==> config.mk <==
export PLATFORM = sky130hd
export DESIGN_NAME = sd_card_ident
export DESIGN_NICKNAME = d
export VERILOG_FILES = /design/src/rtl/sd_id_pkg.sv /design/src/rtl/sd_id_issuer.sv /design/src/rtl/sd_id_decode.sv /design/src/rtl/sd_id_timer.sv /design/src/rtl/sd_card_ident.sv
export SDC_FILE = /design/constraint.sdc
export NUM_CORES = 1
export LEC_CHECK = 0
export ABC_AREA = 1
export BUFFER_PORTS_ARGS = -buffer_cell sky130_fd_sc_hd__buf_2
export CORE_ASPECT_RATIO = 1.25
export CORE_MARGIN = 3
export CORE_UTILIZATION = 52
export CTS_CLUSTER_SIZE = 20
export DETAILED_ROUTE_END_ITERATION = 8
export PLACE_DENSITY = 0.81
export SLEW_MARGIN = 15
export SYNTH_ARGS = -nofsm -noshare
export SYNTH_HDL_FRONTEND = slang
export SYNTH_SLANG_ARGS = --single-unit
==> constraint.sdc <==
create_clock -name clk -period 2.7 [get_ports clk]
set_input_delay 0 -clock clk [delete_from_list [all_inputs] [get_ports clk]]
set_output_delay 0 -clock clk [all_outputs]
set_load 0.01 [all_outputs]
==> src/rtl/sd_id_pkg.sv <==
package sd_id_pkg;

    typedef enum logic [1:0] {
        RSP_OK      = 2'd0,
        RSP_TIMEOUT = 2'd1,
        RSP_FAULT   = 2'd2
    } rsp_code_e;

    typedef enum logic [1:0] {
        CARD_NONE = 2'd0,
        CARD_SD   = 2'd1,
        CARD_MMC  = 2'd2
    } card_e;

    typedef enum logic [3:0] {
        FAIL_NONE     = 4'd0,
        FAIL_RESET    = 4'd1,
        FAIL_IFCOND   = 4'd2,
        FAIL_SD_OP    = 4'd3,
        FAIL_MMC_OP   = 4'd4,
        FAIL_IDENT    = 4'd5,
        FAIL_SELECT   = 4'd6,
        FAIL_STATUS   = 4'd7,
        FAIL_TIME     = 4'd8
    } fail_e;

    typedef enum logic [3:0] {
        ST_IDLE, ST_RST0, ST_IFCOND, ST_APP, ST_SDOP, ST_MRST, ST_MOP,
        ST_CID, ST_RCA, ST_CSD, ST_SEL, ST_STAT, ST_DONE, ST_FAIL
    } seq_state_e;

    localparam logic [5:0] IDX_GO_IDLE  = 6'd0;
    localparam logic [5:0] IDX_MMC_OP   = 6'd1;
    localparam logic [5:0] IDX_ALL_CID  = 6'd2;
    localparam logic [5:0] IDX_REL_ADDR = 6'd3;
    localparam logic [5:0] IDX_SELECT   = 6'd7;
    localparam logic [5:0] IDX_IF_COND  = 6'd8;
    localparam logic [5:0] IDX_CSD      = 6'd9;
    localparam logic [5:0] IDX_STATUS   = 6'd13;
    localparam logic [5:0] IDX_SD_OP    = 6'd41;
    localparam logic [5:0] IDX_APP      = 6'd55;

    localparam logic [31:0] IF_COND_ARG  = 32'h0000_01AA;
    localparam logic [7:0]  ECHO_PATTERN = 8'hAA;
    localparam logic [31:0] CAP_REQ_BIT  = 32'h4000_0000;
    localparam logic [3:0]  TRAN_STATE   = 4'd4;
    localparam logic [2:0]  MAX_MMC_VER  = 3'd4;

    typedef struct packed {
        logic        ocr_busy;
        logic        ocr_ccs;
        logic        echo_ok;
        logic [15:0] new_rca;
        logic [3:0]  cur_state;
        logic        stat_err;
        logic [3:0]  blk_log2;
        logic [2:0]  mmc_ver;
    } rsp_fields_t;

    function automatic logic [5:0] index_of(seq_state_e s);
        case (s)
            ST_RST0, ST_MRST: return IDX_GO_IDLE;
            ST_IFCOND:        return IDX_IF_COND;
            ST_APP:           return IDX_APP;
            ST_SDOP:          return IDX_SD_OP;
            ST_MOP:           return IDX_MMC_OP;
            ST_CID:           return IDX_ALL_CID;
            ST_RCA:           return IDX_REL_ADDR;
            ST_CSD:           return IDX_CSD;
            ST_SEL:           return IDX_SELECT;
            ST_STAT:          return IDX_STATUS;
            default:          return IDX_GO_IDLE;
        endcase
    endfunction

    function automatic logic is_running(seq_state_e s);
        return !(s == ST_IDLE || s == ST_DONE || s == ST_FAIL);
    endfunction

endpackage

==> src/rtl/sd_id_issuer.sv <==
module sd_id_issuer
    import sd_id_pkg::*;
(
    input  logic         clk,
    input  logic         rst,
    input  logic         clear,
    input  logic         req,
    input  logic [5:0]   req_index,
    input  logic [31:0]  req_arg,
    output logic         idle,
    output logic         cmd_valid,
    input  logic         cmd_ready,
    output logic [5:0]   cmd_index,
    output logic [31:0]  cmd_arg,
    input  logic         rsp_valid,
    input  logic [1:0]   rsp_code,
    input  logic [127:0] rsp_data,
    output logic         got,
    output logic [1:0]   got_code,
    output logic [127:0] got_data
);
    typedef enum logic [1:0] {I_IDLE, I_SEND, I_WAIT} iss_state_e;

    iss_state_e st_q;
    logic [5:0]  idx_q;
    logic [31:0] arg_q;

    assign idle      = (st_q == I_IDLE);
    assign cmd_valid = (st_q == I_SEND) && !clear;
    assign cmd_index = idx_q;
    assign cmd_arg   = arg_q;

    always_ff @(posedge clk) begin
        if (rst || clear) begin
            st_q     <= I_IDLE;
            idx_q    <= '0;
            arg_q    <= '0;
            got      <= 1'b0;
            got_code <= '0;
            got_data <= '0;
        end else begin
            got <= 1'b0;
            case (st_q)
                I_IDLE: if (req) begin
                    idx_q <= req_index;
                    arg_q <= req_arg;
                    st_q  <= I_SEND;
                end
                I_SEND: if (cmd_ready) st_q <= I_WAIT;
                I_WAIT: if (rsp_valid) begin
                    got      <= 1'b1;
                    got_code <= rsp_code;
                    got_data <= rsp_data;
                    st_q     <= I_IDLE;
                end
                default: st_q <= I_IDLE;
            endcase
        end
    end
endmodule

==> src/rtl/sd_id_decode.sv <==
module sd_id_decode
    import sd_id_pkg::*;
#(
    parameter int          MAX_BLK_LOG2    = 9,
    parameter logic [31:0] STATUS_ERR_MASK = 32'hFDF9_8008
) (
    input  logic [127:0] data,
    output rsp_fields_t  f
);
    logic [3:0] blk_field;
    logic [3:0] ver_field;

    always_comb begin
        blk_field   = data[64+11:64+8];
        ver_field   = data[96+21:96+18];
        f.ocr_busy  = data[31];
        f.ocr_ccs   = data[30];
        f.echo_ok   = (data[7:0] == ECHO_PATTERN);
        f.new_rca   = data[31:16];
        f.cur_state = data[12:9];
        f.stat_err  = |(data[31:0] & STATUS_ERR_MASK);
        f.blk_log2  = (int'(blk_field) > MAX_BLK_LOG2) ? 4'(MAX_BLK_LOG2) : blk_field;
        f.mmc_ver   = (ver_field > 4'(MAX_MMC_VER)) ? MAX_MMC_VER : ver_field[2:0];
    end
endmodule

==> src/rtl/sd_id_timer.sv <==
module sd_id_timer #(
    parameter int unsigned CLK_KHZ  = 125000,
    parameter int unsigned LIMIT_MS = 20000
) (
    input  logic clk,
    input  logic rst,
    input  logic run,
    output logic expired
);
    localparam longint unsigned LIMIT = longint'(CLK_KHZ) * longint'(LIMIT_MS);
    localparam int TW = $clog2(LIMIT + 1);

    logic [TW-1:0] cnt_q;

    assign expired = run && (cnt_q == TW'(LIMIT - 1));

    always_ff @(posedge clk) begin
        if (rst || !run) cnt_q <= '0;
        else if (!expired) cnt_q <= cnt_q + 1'b1;
    end
endmodule

==> src/rtl/sd_card_ident.sv <==
module sd_card_ident
    import sd_id_pkg::*;
#(
    parameter int unsigned CLK_KHZ         = 125000,
    parameter int unsigned LIMIT_MS        = 20000,
    parameter logic [31:0] VOLT_MASK       = 32'h00FF_8000,
    parameter logic [15:0] FIXED_RCA       = 16'h0001,
    parameter logic [31:0] STATUS_ERR_MASK = 32'hFDF9_8008,
    parameter int          MAX_BLK_LOG2    = 9,
    localparam int         BLK_W           = MAX_BLK_LOG2 + 1
) (
    input  logic             clk,
    input  logic             rst,
    input  logic             start,
    output logic             cmd_valid,
    input  logic             cmd_ready,
    output logic [5:0]       cmd_index,
    output logic [31:0]      cmd_arg,
    input  logic             rsp_valid,
    input  logic [1:0]       rsp_code,
    input  logic [127:0]     rsp_data,
    output logic             busy,
    output logic             done,
    output logic [3:0]       err_code,
    output logic [1:0]       card_type,
    output logic             high_cap,
    output logic [15:0]      rca,
    output logic [BLK_W-1:0] blk_len,
    output logic [2:0]       mmc_ver
);
    seq_state_e  state_q;
    logic        pend_q;
    logic        v2_q;
    card_e       type_q;
    fail_e       fail_q;
    logic        hc_q;
    logic [15:0] rca_q;
    logic [BLK_W-1:0] blk_q;
    logic [2:0]  ver_q;

    logic         running;
    logic         expired;
    logic         iss_idle;
    logic         iss_req;
    logic         got;
    logic [1:0]   got_code;
    logic [127:0] got_data;
    logic [31:0]  next_arg;
    rsp_fields_t  fld;
    logic         r_ok;
    logic         r_tmo;

    assign running = is_running(state_q);
    assign iss_req = running && !pend_q && iss_idle && !expired;
    assign r_ok    = (got_code == RSP_OK);
    assign r_tmo   = (got_code == RSP_TIMEOUT);

    always_comb begin
        case (state_q)
            ST_IFCOND: next_arg = IF_COND_ARG;
            ST_SDOP:   next_arg = VOLT_MASK | (v2_q ? CAP_REQ_BIT : 32'h0);
            ST_MOP:    next_arg = VOLT_MASK | CAP_REQ_BIT;
            ST_RCA:    next_arg = {FIXED_RCA, 16'h0000};
            ST_CSD, ST_SEL, ST_STAT: next_arg = {rca_q, 16'h0000};
            default:   next_arg = 32'h0;
        endcase
    end

    sd_id_issuer i_issuer (
        .clk       (clk),
        .rst       (rst),
        .clear     (!running),
        .req       (iss_req),
        .req_index (index_of(state_q)),
        .req_arg   (next_arg),
        .idle      (iss_idle),
        .cmd_valid (cmd_valid),
        .cmd_ready (cmd_ready),
        .cmd_index (cmd_index),
        .cmd_arg   (cmd_arg),
        .rsp_valid (rsp_valid),
        .rsp_code  (rsp_code),
        .rsp_data  (rsp_data),
        .got       (got),
        .got_code  (got_code),
        .got_data  (got_data)
    );

    sd_id_decode #(
        .MAX_BLK_LOG2    (MAX_BLK_LOG2),
        .STATUS_ERR_MASK (STATUS_ERR_MASK)
    ) i_decode (
        .data (got_data),
        .f    (fld)
    );

    sd_id_timer #(
        .CLK_KHZ  (CLK_KHZ),
        .LIMIT_MS (LIMIT_MS)
    ) i_timer (
        .clk     (clk),
        .rst     (rst),
        .run     (running),
        .expired (expired)
    );

    always_ff @(posedge clk) begin
        if (rst) begin
            state_q <= ST_IDLE;
            pend_q  <= 1'b0;
            v2_q    <= 1'b0;
            type_q  <= CARD_NONE;
            fail_q  <= FAIL_NONE;
            hc_q    <= 1'b0;
            rca_q   <= '0;
            blk_q   <= '0;
            ver_q   <= '0;
        end else if (!running) begin
            if (start) begin
                state_q <= ST_RST0;
                pend_q  <= 1'b0;
                v2_q    <= 1'b0;
                type_q  <= CARD_NONE;
                fail_q  <= FAIL_NONE;
                hc_q    <= 1'b0;
                rca_q   <= '0;
                blk_q   <= '0;
                ver_q   <= '0;
            end
        end else if (expired) begin
            state_q <= ST_FAIL;
            fail_q  <= FAIL_TIME;
            pend_q  <= 1'b0;
        end else begin
            if (iss_req) pend_q <= 1'b1;
            if (got) begin
                pend_q <= 1'b0;
                case (state_q)
                    ST_RST0: begin
                        if (r_ok) state_q <= ST_IFCOND;
                        else begin state_q <= ST_FAIL; fail_q <= FAIL_RESET; end
                    end
                    ST_IFCOND: begin
                        if (r_tmo) begin
                            v2_q    <= 1'b0;
                            state_q <= ST_APP;
                        end else if (r_ok && fld.echo_ok) begin
                            v2_q    <= 1'b1;
                            state_q <= ST_APP;
                        end else if (r_ok) begin
                            state_q <= ST_MRST;
                        end else begin
                            state_q <= ST_FAIL; fail_q <= FAIL_IFCOND;
                        end
                    end
                    ST_APP: begin
                        if (got_code == RSP_FAULT) begin
                            state_q <= ST_FAIL; fail_q <= FAIL_SD_OP;
                        end else state_q <= ST_SDOP;
                    end
                    ST_SDOP: begin
                        if (r_tmo) state_q <= ST_MRST;
                        else if (!r_ok) begin
                            state_q <= ST_FAIL; fail_q <= FAIL_SD_OP;
                        end else if (fld.ocr_busy) begin
                            hc_q    <= fld.ocr_ccs;
                            type_q  <= CARD_SD;
                            state_q <= ST_CID;
                        end else state_q <= ST_APP;
                    end
                    ST_MRST: begin
                        if (r_ok) state_q <= ST_MOP;
                        else begin state_q <= ST_FAIL; fail_q <= FAIL_MMC_OP; end
                    end
                    ST_MOP: begin
                        if (!r_ok) begin
                            state_q <= ST_FAIL; fail_q <= FAIL_MMC_OP;
                        end else if (fld.ocr_busy) begin
                            hc_q    <= fld.ocr_ccs;
                            type_q  <= CARD_MMC;
                            state_q <= ST_CID;
                        end
                    end
                    ST_CID: begin
                        if (r_ok) begin
                            rca_q   <= FIXED_RCA;
                            state_q <= ST_RCA;
                        end else begin state_q <= ST_FAIL; fail_q <= FAIL_IDENT; end
                    end
                    ST_RCA: begin
                        if (r_ok) begin
                            if (type_q == CARD_SD) rca_q <= fld.new_rca;
                            state_q <= ST_CSD;
                        end else begin state_q <= ST_FAIL; fail_q <= FAIL_IDENT; end
                    end
                    ST_CSD: begin
                        if (r_ok) begin
                            blk_q   <= BLK_W'(1) << fld.blk_log2;
                            ver_q   <= (type_q == CARD_MMC) ? fld.mmc_ver : 3'd0;
                            state_q <= ST_SEL;
                        end else begin state_q <= ST_FAIL; fail_q <= FAIL_IDENT; end
                    end
                    ST_SEL: begin
                        if (r_ok) state_q <= ST_STAT;
                        else begin state_q <= ST_FAIL; fail_q <= FAIL_SELECT; end
                    end
                    ST_STAT: begin
                        if (!r_ok) begin
                            state_q <= ST_FAIL; fail_q <= FAIL_SELECT;
                        end else if (fld.stat_err) begin
                            state_q <= ST_FAIL; fail_q <= FAIL_STATUS;
                        end else if (fld.cur_state == TRAN_STATE) begin
                            state_q <= ST_DONE;
                        end
                    end
                    default: state_q <= ST_FAIL;
                endcase
            end
        end
    end

    assign busy      = running;
    assign done      = (state_q == ST_DONE);
    assign err_code  = fail_q;
    assign card_type = type_q;
    assign high_cap  = hc_q;
    assign rca       = rca_q;
    assign blk_len   = blk_q;
    assign mmc_ver   = ver_q;

endmodule

# [After elaboration in Yosys (flattened, before gate mapping)]
# Memories as Yosys holds them, arrays and structs flattened. A register that Yosys moved wholly into a read port is not among the register bits.
# Index checks and enable logic that the tools add are counted.
[totals] register_bits=229 latchBits=0 mem_bits_rw=0 rom_bits=96 inputBits=135 wordCells=208 memories=1
[classes] add_sub_neg=1 multipliers=0 div=0 magnitude_cmp=2 n_eq_ne=48 shifts=1 n_mux=98 bitwise=1 n_reduce_logical=41
[mem_list] name="(no name shown)" words=16 width=6 rd=1 rd_ports_with_merged_regs=1 write_ports=0 line_no="sd_id_pkg.sv:61" rtl="case (s)"
[op_table] cell="$pmux W32 S5" n=1
[op_table] cell="$mux W4" n=34
[op_table] cell="$mux W16" n=7
[op_table] cell="$mux W10" n=6
[op_table] cell="$pmux W4 S11" n=1
[op_table] cell="$ne A4 B2 Y1 const B" n=10
[op_table] cell="$mux W3" n=13
[op_table] cell="$add A32 B1 Y32 const B" n=1
[op_table] cell="$eq A32 B32 Y1 const B" n=1
[op_table] cell="$pmux W16 S2" n=1
[op_table] cell="$pmux W4 S8" n=1
[op_table] cell="$mux W31" n=1
[op_table] cell="$eq A4 B4 Y1 const B" n=6
[op_table] cell="$mux W2" n=12
[op_table] cell="$eq A4 B3 Y1 const B" n=5
[op_table] cell="$mux W1" n=18
[op_table] cell="$ne A3 B2 Y1 const B" n=6
[op_table] cell="$reduce_and A5 Y1" n=3
[op_table] cell="$reduce_or A15 Y1" n=1
[op_table] cell="$reduce_and A14 Y1" n=1
[op_table] cell="$reduce_bool A3 Y1" n=4
[op_table] cell="$reduce_bool A10 Y1" n=1
[op_table] cell="$shl A1 B4 Y10 const A" n=1
[op_table] cell="$reduce_and A9 Y1" n=1
[op_table] cell="30 further kinds" n=56

# [Logic depth before layout (Yosys ltp)]
[logic_depth] word_depth=11 depth_mapped=17 ltp_nobuf=15

# [By module]
# A second synthesis with hierarchy kept.
[unflattened] cells_unflattened=1873 hier_area_um2=12081.6
[modules_own_cells] module="sd_id_issuer" instances=1 cells_each=1088 area_each_um2=7023.0
[modules_own_cells] module="sd_card_ident" instances=1 cells_each=420 area_each_um2=2846.5
[modules_own_cells] module="sd_id_timer" instances=1 cells_each=308 area_each_um2=1900.6
[modules_own_cells] module="sd_id_decode" instances=1 cells_each=57 area_each_um2=311.5

# [Least setup slack after synthesis]
# OpenSTA, ideal clock, no wires.
[synth_timing] path_kind="register to register" startpoint="reg state_q[2]" endpoint="reg i_issuer.arg_q[17] (netlist: i_issuer.cmd_arg[17])" setup_time_ns=0.138 arrival_time_ns=1.742 required_time_ns=2.562 slack_ns=0.820 path_stages_with_launch=10 period_less_slack_ns=1.880 path_cell_list="dfxtp_1 inv_1 ha_1 nand2_2 nand2_2 buf_6 nor4_1 nand2_1 o21ai_1 a21oi_1"
[synth_via] elab_chain_cells=8 word_cells_on_any_way=22 classes_between="eq/ne: 9; mux: 1; reduce/logical: 12"
[synth_rtl] item="start, declared" line_no="sd_card_ident.sv:31" rtl="seq_state_e state_q;"
[synth_rtl] item="start signal, assigned" line_no="sd_card_ident.sv:109" rtl="state_q <= ST_IDLE;"
[synth_rtl] item="start signal, assigned" line_no="sd_card_ident.sv:120" rtl="state_q <= ST_RST0;"
[synth_rtl] item="start signal, assigned" line_no="sd_card_ident.sv:131" rtl="state_q <= ST_FAIL;"
[synth_rtl] item="$eq A4 B4 Y1 / $logic_not A4 Y1 (equally long branches)" line_no="sd_id_pkg.sv:77" rtl="return !(s == ST_IDLE || s == ST_DONE || s == ST_FAIL);"
[synth_rtl] item="$logic_or A1 B1 Y1 (2 in a row)" line_no="sd_id_pkg.sv:77"
[synth_rtl] item="$logic_not A1 Y1" line_no="sd_id_pkg.sv:77"
[synth_rtl] item="$logic_and A1 B1 Y1, on equally long branches" line_no="sd_card_ident.sv:54, sd_id_timer.sv:15"
[synth_rtl] item="$logic_and A1 B1 Y1 / $logic_not A1 Y1 (equally long branches)"
[synth_rtl] item="$logic_and A1 B1 Y1" line_no="sd_card_ident.sv:54" rtl="assign iss_req = running && !pend_q && iss_idle && !expired;"
[synth_rtl] item="$reduce_and A2 Y1 (no line)"
[synth_rtl] item="end signal, assigned" line_no="sd_id_issuer.sv:46" rtl="arg_q <= req_arg;"
[synth_rtl] item="end, declared" line_no="sd_id_issuer.sv:26" rtl="logic [31:0] arg_q;"
# Parallel ways exist; a longest one is shown, timed or not.
# A chain may end at the register's enable or synchronous reset.

# [Worst setup path in the final report]
[layout_timing] startpoint="reg state_q[2]" endpoint="reg rca_q[6] (netlist: rca[6])"
[layout_via] elab_chain_cells=7 word_cells_on_any_way=21 classes_between="eq/ne: 9; mux: 4; reduce/logical: 8"
[layout_rtl] item="$eq A4 B4 Y1 / $logic_not A4 Y1 (equally long branches)" line_no="sd_id_pkg.sv:77"
[layout_rtl] item="$logic_or A1 B1 Y1 (2 in a row)" line_no="sd_id_pkg.sv:77"
[layout_rtl] item="$logic_not A1 Y1" line_no="sd_id_pkg.sv:77"
[layout_rtl] item="$logic_and A1 B1 Y1" line_no="sd_id_timer.sv:15" rtl="assign expired = run && (cnt_q == TW'(LIMIT - 1));"
[layout_rtl] item="$ne A2 B2 Y1 (no line)"
[layout_rtl] item="$reduce_and A7 Y1 (no line)"
[layout_rtl] item="end signal, assigned" line_no="sd_card_ident.sv:192" rtl="if (type_q == CARD_SD) rca_q <= fld.new_rca;"
[layout_rtl] item="end, declared" line_no="sd_card_ident.sv:37" rtl="logic [15:0] rca_q;"
# Parallel ways exist; a longest one is shown, timed or not. The select of a mux whose other input is x is not followed.

==> results.yml <==
clock_tree:
  cts_max_path_buffers: 2
  cts_tree: "done"
  post_cts_resized: 0
  h-tree-depth: 4
  clock_latency_ps: 430
  clock-sinks: 140
  cts_root_buf: "clkbuf_16"
  cts_buffers: 17
  path_clk_slew_ps: 60
placed_design:
  portBuffers: 110
  dp_hpwl_mm: 13.3
  finalWeightedCongestion: 0.961
global_route:
  grt_pass1_vias: 6880
  met1_usage_pct: 30.1
  grt.busiest_layer: "met2"
  grt.overflow.total: 0
  grtUsageMet2_pct: 50.1
  grt_max_degree: 51
  grt_antenna_before_repair: 0
  grtUsageTotal_pct: 27.9
  grtUsageMet3_pct: 7.08
  grt_pass1_wl_mm: 32.4
logic_synthesis:
  async_reset_ff_share_pct: 0
  avgSynthCellArea_um2: 7.01
  synthDistinctLibCells: 46
  ys_seq_area_share_pct: 40.8
  synth_top_area_share_pct: 40.8
  synth-edff-count: 0
  synth_area_leaders: "dfxtp_1 41%, nand2_1 10%, a21oi_1 8.0%"
  synth_top_cell_by_area: "dfxtp_1"
  synth-seq-cells: 140
  synth_flop_cell: "dfxtp_1"
  syn_inst: 981
  yosysWarnings: 0
  synth_area_mm2: 0.00688
status:
  status: "complete, no violations"
detailed_routing:
  route.antenna.remaining_nets: 0
  drt_wl_total_mm: 20.3
  drc: 0
  vias_per_cell: 5.55
  num_vias: 7199
  firstDrtPassIters: 5
  drt_iter0_drc: 496
  wl_per_cell_um: 15.7
critical_path:
  crit_top_cell: "nand2_2"
  worst_path_max_delay_cell: "dfxtp_1"
  worstPathRequired_ps: 3010
  path_buf_inv: 3
  crit_arrival_ps: 2650
  path_class: "register to register"
  reg2reg_from: "state_q[2]"
  reg2reg_setup_slack_ps: 350
  reg2reg_depth: 12
  timing.rr.end: "rca[6]"
  crit_path_cell_trace: "inv_1 > ha_1 > nand2_2 > nand2_2 > nor2_1 > nand3_2 > nand2_1 > inv_2 > nand2_2 > buf_12 > nand3_1 > o21ai_0"
  cp-start-kind: "register"
  critical-path-top-delay-family: "simple AND/OR/NAND/NOR gates"
  cp_max_fo: 29
  slowest_delay_ps: 310
  end_kind: "register"
cells_and_area:
  final_nets: 1258
  fill_cells: 1057
  syn2layout_area_growth_pct: 23.9
  final_util_pct: 66.4
  diodes: 0
  drive_above_1_share_pct: 18.2
floorplan:
  die_h_um: 135
  dieArea_mm2: 0.0146
  coreArea_mm2: 0.0128
  start_util_pct: 53.6
  fp-row-count: 46
  io-pin-count: 212
  fp.dieW_um: 109
timing:
  rsz0062_at_grt: "false"
  fin_worst_skew_ps: 15.1
  tightest_slew_ps: 634
  setup_viol: 0
  fmax_ghz: 0.426
  drv_slew: 0
  tns_ps: 0
  hold_viol: 0
  relSlewSlack_pct: 57.7
  fin_crit_ps: 2350
  period_share_pct: 86.9
hold_path:
  min_from: "start"
  min_path_type: "input pin to register"
  min_path_cells: 5
  holdPathEnd: "pend_q"
pwr:
  vdd_drop_max_uv: 607
  leakage_nw: 3.43
  p_per_area_mw_per_mm2: 897
run:
  drv_cap: 0
## Yosys cell counts, types with 2 or more instances
cell and count:
buf_2 8, o211ai_1 5, nand3_2 5, nand3_1 68
nor3_1 26, a211oi_1 4, buf_6 5, o21bai_1 2
a22oi_1 3, buf_4 16, o21a_1 4, nor2_2 10
nor2_4 2, a21oi_1 110, nor4_1 4, o21ai_0 49
ha_1 6, nor2_1 106, nor3b_1 2, o21ai_1 3
clkbuf_1 29, o22ai_1 4, a31oi_1 3, nand4_1 58
inv_1 76, nand2_2 10, nand2_1 189, inv_2 10
dfxtp_1 140, nand3b_1 2, buf_1 3, or2_2 5
## cells by family (layout without fill, tap and decap cells)
kind of cell,after synthesis,after routing,synth area share (%)
xor+xnor,2,2,0.255
fa+ha+maj,6,6,1.09
flops,140,140,40.8
simple gates,491,491,33.0
compound gates,193,193,15.2
other cells,1,10,0.0545
buf+inv,148,287,9.65
## worst register-to-register path, delay by kind of cell (launching register included)
family / cells / cell delay [ps]
compound gates: 1 / 110
buf+inv: 3 / 600
fa+ha+maj: 1 / 280
flops: 1 / 310
simple gates: 7 / 940
## per-layer routing
metal / vias up / routed length (µm)
met5: - / 0
met4: 0 / 728
met3: 61 / 1260
met2: 288 / 10700
met1: 3301 / 7610
li1: 3549 / -
## how the worst max path moves through the flow
stage | endpoint | slack [ps] | start | cells past startpoint
after floorplan | i_issuer.cmd_arg[17] | 820 | state_q[2] | 9
after detailed placement | mmc_ver[2] | 400 | state_q[2] | 12
after global placement | rca[11] | 440 | state_q[3] | 13
final | rca[6] | 350 | state_q[2] | 12
after global routing | blk_len[8] | 160 | state_q[2] | 10
after CTS | rca[3] | 370 | state_q[2] | 12
## report_power, final
part / switching, mW / internal, mW
Sequential: 0.147 / 2.25
Clock: 0.922 / 1.58
Combinational: 1.86 / 0.879
## registers in the layout, indices dropped and copies added, names as in the netlist
name                flops
i_issuer.got_data      37
i_timer.cnt_q          32
i_issuer.cmd_arg       18
rca                    16
blk_len                10
i_issuer.cmd_index      6
err_code                4
state_q                 4
mmc_ver                 3
card_type               2
i_issuer.got_code       2
i_issuer.st_q           2
high_cap                1
i_issuer.got            1
pend_q                  1
v2_q                    1
## layout by cell type, fill, tap and decap left out, types with 6 or more instances in the layout
| master | instances |
|---|---|
| nor3_1 | 26 |
| nand4_1 | 58 |
| o21ai_0 | 49 |
| ha_1 | 6 |
| a21oi_1 | 110 |
| inv_2 | 10 |
| nor2_1 | 106 |
| nor2_2 | 10 |
| conb_1 | 10 |
| dlygate4sd3_1 | 41 |
| nand3_1 | 68 |
| dfxtp_1 | 140 |
| nand2_1 | 189 |
| buf_4 | 17 |
| inv_1 | 76 |
| nand2_2 | 10 |
| buf_2 | 110 |
| clkbuf_16 | 17 |
## stage by stage
stage               std cells  total power, mW  cell area (µm²)  setup WS [ps]  hold WS [ps]
finish                   1297             7.64             8520            353           183
global route             1297             8.06             8520            162           214
CTS                      1297             7.61             8520            369           167
detailed placement       1225             5.07             7480            404           282
global placement         1225             5.04             7480            440           286
floorplan                 990             4.43             6910            820           171
## final cells by class
cell class	instances	area, µm²	area share [%]
Clock inverter	12	188	2.20
Tap cell	168	210	2.47
Sequential cell	140	2800	32.9
Timing Repair Buffer	169	1110	13.0
Inverter	87	327	3.83
Multi-Input combinational cell	702	3440	40.4
Clock buffer	19	443	5.20
## what timing repair did
item	CTS	global route
hold buffers	41	0
endpoints found under the hold margin	55	0
endpoints found under the setup margin	0	0
setup buffers	0	0
Note: power is estimated with default switching activity, not from simulation.
